===== src/rtl/rstseq_pkg.sv =====
package rstseq_pkg;

  typedef enum logic [1:0] {
    ST_RUN     = 2'd0,
    ST_HOLD    = 2'd1,
    ST_COUNT   = 2'd2,
    ST_PINWAIT = 2'd3
  } seq_state_e;

  localparam int CAUSE_W = 4;
  localparam int CZ_POR  = 0;
  localparam int CZ_BOR  = 1;
  localparam int CZ_PIN  = 2;
  localparam int CZ_STOP = 3;

  // Number of ready oscillator cycles to spend counting for one sequence.
  function automatic int hold_cycles(input logic stop_k, input logic xtal,
                                     input logic long_t, input logic por_x,
                                     input int base_c, input int xs_c,
                                     input int xl_c, input int stop_c,
                                     input int wait_c);
    int n;
    if (stop_k) return stop_c;
    n = xtal ? (long_t ? xl_c : xs_c) : base_c;
    if (por_x) n = n + wait_c;
    return n;
  endfunction

endpackage


===== src/rtl/rstseq_cnt.sv =====
module rstseq_cnt #(
  parameter int CW = 14
) (
  input  logic          clk_i,
  input  logic          por_i,
  input  logic          clr_i,
  input  logic          en_i,
  input  logic          osc_rdy_i,
  input  logic [CW-1:0] limit_i,
  output logic [CW-1:0] cnt_o,
  output logic          done_o
);

  assign done_o = en_i && osc_rdy_i && (cnt_o == limit_i - CW'(1));

  always_ff @(posedge clk_i or posedge por_i) begin
    if (por_i) begin
      cnt_o <= '0;
    end else if (clr_i || !osc_rdy_i || done_o) begin
      cnt_o <= '0;
    end else if (en_i) begin
      cnt_o <= cnt_o + CW'(1);
    end
  end

endmodule


===== src/rtl/rstseq_cause.sv =====
module rstseq_cause
  import rstseq_pkg::*;
(
  input  logic               clk_i,
  input  logic               por_i,
  input  logic               sys_hit_i,
  input  logic               bor_i,
  input  logic               stop_hit_i,
  output logic [CAUSE_W-1:0] cause_o
);

  always_ff @(posedge clk_i or posedge por_i) begin
    if (por_i) begin
      cause_o <= CAUSE_W'(1) << CZ_POR;
    end else if (sys_hit_i) begin
      cause_o <= bor_i ? (CAUSE_W'(1) << CZ_BOR) : (CAUSE_W'(1) << CZ_PIN);
    end else if (stop_hit_i) begin
      cause_o <= CAUSE_W'(1) << CZ_STOP;
    end
  end

endmodule


===== src/rtl/rstseq_ctl.sv =====
module rstseq_ctl
  import rstseq_pkg::*;
(
  input  logic       clk_i,
  input  logic       por_i,
  input  logic       bor_i,
  input  logic       pin_i,
  input  logic       stop_wake_i,
  input  logic       done_i,
  output seq_state_e state_o,
  output logic       sys_kind_o,
  output logic       por_ext_o,
  output logic       sys_hit_o,
  output logic       stop_hit_o,
  output logic       gpio_o
);

  seq_state_e state_n;
  logic       kind_n;
  logic       por_ext_n;
  logic       pin_hit;
  logic       start_sys;

  // The pin counts as a trigger only while running; in reset it is our own drive.
  assign pin_hit    = (state_o == ST_RUN) && !pin_i;
  assign sys_hit_o  = bor_i || pin_hit;
  assign stop_hit_o = stop_wake_i && !sys_hit_o &&
                      ((state_o == ST_RUN) || ((state_o == ST_COUNT) && !sys_kind_o));
  assign start_sys  = sys_hit_o && (state_o != ST_HOLD);

  always_comb begin
    state_n   = state_o;
    kind_n    = sys_kind_o;
    por_ext_n = por_ext_o;
    if (sys_hit_o) begin
      state_n   = ST_HOLD;
      kind_n    = 1'b1;
      por_ext_n = 1'b0;
    end else if (stop_hit_o) begin
      state_n   = ST_COUNT;
      kind_n    = 1'b0;
      por_ext_n = 1'b0;
    end else begin
      case (state_o)
        ST_HOLD:    state_n = ST_COUNT;
        ST_COUNT:   if (done_i) state_n = sys_kind_o ? ST_PINWAIT : ST_RUN;
        ST_PINWAIT: if (pin_i) state_n = ST_RUN;
        default:    state_n = ST_RUN;
      endcase
    end
  end

  always_ff @(posedge clk_i or posedge por_i) begin
    if (por_i) begin
      state_o    <= ST_HOLD;
      sys_kind_o <= 1'b1;
      por_ext_o  <= 1'b1;
      gpio_o     <= 1'b1;
    end else begin
      state_o    <= state_n;
      sys_kind_o <= kind_n;
      por_ext_o  <= por_ext_n;
      gpio_o     <= start_sys;
    end
  end

endmodule


===== src/rtl/rstseq_top.sv =====
module rstseq_top
  import rstseq_pkg::*;
#(
  parameter int BASE_CYC       = 68,
  parameter int XTAL_SHORT_CYC = 568,
  parameter int XTAL_LONG_CYC  = 10068,
  parameter int STOP_CYC       = 4,
  parameter int POR_WAIT_CYC   = 1000
) (
  input  logic         clk_i,
  input  logic         por_i,
  input  logic         bor_i,
  input  logic         rst_pin_i,
  input  logic         stop_wake_i,
  input  logic         osc_rdy_i,
  input  logic         xtal_en_i,
  input  logic         long_tmg_i,
  output logic         core_rst_o,
  output logic         ctrl_rst_o,
  output logic         rst_pin_drv_low_o,
  output logic         gpio_dflt_o,
  output logic [3:0]   cause_o
);

  localparam int CW = $clog2(XTAL_LONG_CYC + POR_WAIT_CYC + 1);

  seq_state_e    st;
  logic          sys_kind;
  logic          por_ext;
  logic          sys_hit;
  logic          stop_hit;
  logic          cnt_done;
  logic          cnt_clr;
  logic          cnt_en;
  logic [CW-1:0] cnt_val;
  logic [CW-1:0] hold_lim;

  assign hold_lim = CW'(hold_cycles(!sys_kind, xtal_en_i, long_tmg_i, por_ext,
                                    BASE_CYC, XTAL_SHORT_CYC, XTAL_LONG_CYC,
                                    STOP_CYC, POR_WAIT_CYC));
  assign cnt_en   = (st == ST_COUNT);
  assign cnt_clr  = sys_hit || stop_hit || (st != ST_COUNT);

  rstseq_ctl u_ctl (
    .clk_i       (clk_i),
    .por_i       (por_i),
    .bor_i       (bor_i),
    .pin_i       (rst_pin_i),
    .stop_wake_i (stop_wake_i),
    .done_i      (cnt_done),
    .state_o     (st),
    .sys_kind_o  (sys_kind),
    .por_ext_o   (por_ext),
    .sys_hit_o   (sys_hit),
    .stop_hit_o  (stop_hit),
    .gpio_o      (gpio_dflt_o)
  );

  rstseq_cnt #(.CW(CW)) u_cnt (
    .clk_i     (clk_i),
    .por_i     (por_i),
    .clr_i     (cnt_clr),
    .en_i      (cnt_en),
    .osc_rdy_i (osc_rdy_i),
    .limit_i   (hold_lim),
    .cnt_o     (cnt_val),
    .done_o    (cnt_done)
  );

  rstseq_cause u_cause (
    .clk_i      (clk_i),
    .por_i      (por_i),
    .sys_hit_i  (sys_hit),
    .bor_i      (bor_i),
    .stop_hit_i (stop_hit),
    .cause_o    (cause_o)
  );

  assign core_rst_o        = (st != ST_RUN);
  assign ctrl_rst_o        = core_rst_o && sys_kind;
  assign rst_pin_drv_low_o = ((st == ST_HOLD) || (st == ST_COUNT)) && sys_kind;

endmodule


===== config.mk =====
export PLATFORM = sky130hd
export DESIGN_NAME = rstseq_top
export DESIGN_NICKNAME = d
export VERILOG_FILES = /design/src/rtl/rstseq_pkg.sv /design/src/rtl/rstseq_cnt.sv /design/src/rtl/rstseq_cause.sv /design/src/rtl/rstseq_ctl.sv /design/src/rtl/rstseq_top.sv
export SDC_FILE = /design/constraint.sdc
export NUM_CORES = 1
export LEC_CHECK = 0
export BUFFER_PORTS_ARGS = -buffer_cell sky130_fd_sc_hd__clkbuf_2
export CAP_MARGIN = 20
export CORE_ASPECT_RATIO = 0.7
export CORE_UTILIZATION = 65
export DETAILED_ROUTE_END_ITERATION = 16
export GPL_ROUTABILITY_DRIVEN = 1
export GPL_TIMING_DRIVEN = 1
export HOLD_SLACK_MARGIN = 0.02
export PLACE_DENSITY = 0.95
export SETUP_SLACK_MARGIN = 0.5
export SYNTH_ARGS = -nofsm -noshare
export SYNTH_HDL_FRONTEND = slang
export SYNTH_HIERARCHICAL = 1
export SYNTH_SLANG_ARGS = --single-unit

===== constraint.sdc =====
create_clock -name clk_i -period 8.4 [get_ports clk_i]
set_input_delay 0 -clock clk_i [delete_from_list [all_inputs] [get_ports clk_i]]
set_output_delay 0 -clock clk_i [all_outputs]
set_load 0.01 [all_outputs]

==> results.toml <==
[outcome]
status = "finished clean"

[routing]
via_per_inst = 5.83
vias = 1692
wl_per_cell_um = 15.2
drc = 0
wl_um = 4400
drt_iter0_drc = 109
dr.pass1.iters = 4
ant_nets = 0

[synth]
yosys.cell_count.top_type = "nand2_1"
async_flop_share_pct = 100
netlist_top_cells_count = "nand2_1, dfrtp_1, nor2_1"
yosysSeqAreaShare_pct = 29.6
ys_types = 55
synth_edf_count = 0
yosys.area.top_type = "dfrtp_1"
synth_cells = 228
yosys.area.top_type_share_pct = 22.9
syn-mean-instance-area_um2 = 8.62
synthTopCellsByArea = "dfrtp_1, dfstp_2, xnor2_1"
syn_area_um2 = 1960
yosys_warnings = 6
ys_seq_elements = 23
synth_top_flop_cell = "dfrtp_1"

[critical_path]
worst-setup-path-type = "reg2reg"
worstSetupEndpointType = "register"
r2r_slack_ps = 4940
required_ps = 8600
crit_fanout = 12
rr_worst_depth = 12
r2r-end = "u_ctl/state_o[1]"
worst_ep_arrival_time_ps = 3660
r2r-start = "u_ctl/sys_kind_o"
cp-start-kind = "register"

[clock_tree]
cts_buffers = 3
clockBufferDepth = 2
clk_pin_slew_worst_paths_ps = 80
clk_latency_ps = 270
cts-root-buf = "clkbuf_8"
htree_levels = 1
cts_tree = "built"
cts_sinks = 23

[die]
start_util_pct = 69.1
dieArea_um2 = 3250
core_area_um2 = 2840
die_w_um = 67.7
pin_count = 16
rows = 16
fp.dieH_um = 48.0

[hold_path]
hold_depth = 4
hold_class = "in2reg"
hold_end = "u_ctl/sys_kind_o"
min-delay-start = "stop_wake_i"

[placed_design]
placed_area_um2 = 2070
place_hpwl_um = 3230
gp_congestion = 0.907
io_buffers = 15

[cells_and_area]
finish.utilization_pct = 75.4
drive_above_1_share_pct = 20.5
fin_nets = 271
syn2layout_area_growth_pct = 9.11
fillers = 194
num_antenna_cells = 0
finalInstanceArea_um2 = 2140

[power]
powerDensity_nw_per_um2 = 146
leakage_nw = 0.987
ir_worst_vdd_mv = 0.120
power_w = 0.000313

[grt]
grt_max_degree = 15
overflow = 0
grt_pass1_wl_um = 6730
grt_usage_pct = 29.1
grt_pass1_vias = 1442
antenna_found_initial = 0

[sta]
fin_tns_setup_ps = 0
tightestPinTransition_ps = 921
slew_headroom_pct = 38.5
hold_violations = 0
slew_viol_final = 0
finalSetupViolCount = 0
fin_skew_ps = 0.454
fin_crit_sh_pct = 41.2
fin_crit_ps = 3460
max_freq_ghz = 0.289
rsz0062_at_grt = "no"
hold_slack_ps = 34.7

[job]
drv_cap = 0
## layout make-up
class	count	area (um2)	share of cell area, %
clock buffers	3	41.3	1.93
clock inverters	1	7.51	0.350
inverters	15	56.3	2.63
flip-flops and latches	23	582	27.1
multi-input cells	194	1310	61.1
well taps	36	45.0	2.10
repair buffers	18	103	4.79
## critical path, stage by stage, from the launching register on
cell	delay, ps
dfstp_2	640
and2_4	240
nand2_1	150
or4b_1	670
nor4_2	310
xnor2_1	190
a22oi_2	80
nor2_1	110
and4b_2	220
inv_1	40
a22o_1	250
or3b_1	350
a31oi_1	160
## kinds of logic after synthesis
group | share of synthesized area, %
AOI/OAI and AO/OA | 15.9
DFF | 29.6
buffers and inverters | 6.24
adders and majority gates | 5.10
and+or+nand+nor | 27.8
xor gates and xnor gates | 12.5
other | 0.191
muxes | 2.61
## timing repair
action	in CTS	in global routing
gates resized for setup	0	0
buffers inserted	0	0
hold endpoints to repair	26	0
hold buffers	2	0
## worst max path at each step
| stage | startpoint | end | slack, ps | depth (start not counted) |
|---|---|---|---|---|
| 3_5_place_dp | u_ctl/sys_kind_o | u_ctl/state_o[1] | 5010 | 12 |
| 4_1_cts | u_ctl/sys_kind_o | u_ctl/state_o[1] | 4990 | 12 |
| 5_1_grt | u_ctl/sys_kind_o | u_ctl/state_o[1] | 4740 | 12 |
| 2_1_floorplan | u_ctl/sys_kind_o | u_ctl/state_o[1] | 5250 | 12 |
| 6_report | u_ctl/sys_kind_o | u_ctl/state_o[1] | 4940 | 12 |
| 3_3_place_gp | u_ctl/sys_kind_o | u_ctl/state_o[1] | 5090 | 12 |
## power by group
group	internal, W	switching, W
Sequential	0.000121	0.00000953
Combinational	0.0000453	0.0000650
Clock	0.0000337	0.0000385
Total	0.000200	0.000113
## per-stage QoR
step / setup slack, ps / cells
floorplan: 5250 / 241
global placement: 5090 / 284
detailed placement: 5010 / 284
CTS: 4990 / 290
global route: 4740 / 290
finish: 4940 / 290
## state kept, by name, indices dropped and copies added (netlist names)
name              count
u_cause/cause_o       4
u_ctl/gpio_o          1
u_ctl/por_ext_o       1
u_ctl/sys_kind_o      1
u_cnt/cnt_o          14
u_ctl/state_o         2
## placed cells by master (no fill, tap or decap), drive strengths merged, types with 2 or more instances in the layout
cell         Yosys  layout
inv             15      15
and2             2       2
a22oi            2       2
dlygate4sd3      0       2
ha               8       8
a31oi            3       3
a21o             2       2
xor2            14      14
xnor2           14      14
nand2b           3       3
or4              3       3
nor2b            6       6
and3             5       5
nand3            5       5
a21oi           17      17
nand2           30      30
nor3b            2       2
mux2i            4       4
nor3             9       9
conb             1      14
clkbuf           5      18
nor2            18      18
dfrtp           18      18
o21ai            6       6
a2111oi          2       2
nand4            6       6
o21a             2       2
dfstp            5       5
## layer usage
layer / track usage, % / share of wire [%] / vias to the layer above
li1: - / - / 827
met5: 0 / 0 / -
met2: 44.2 / 46 / 59
met3: 5.95 / 6.2 / 5
met4: 6.38 / 0.86 / 0
met1: 42.9 / 47 / 801
Note: power is estimated with default switching activity, not from simulation.
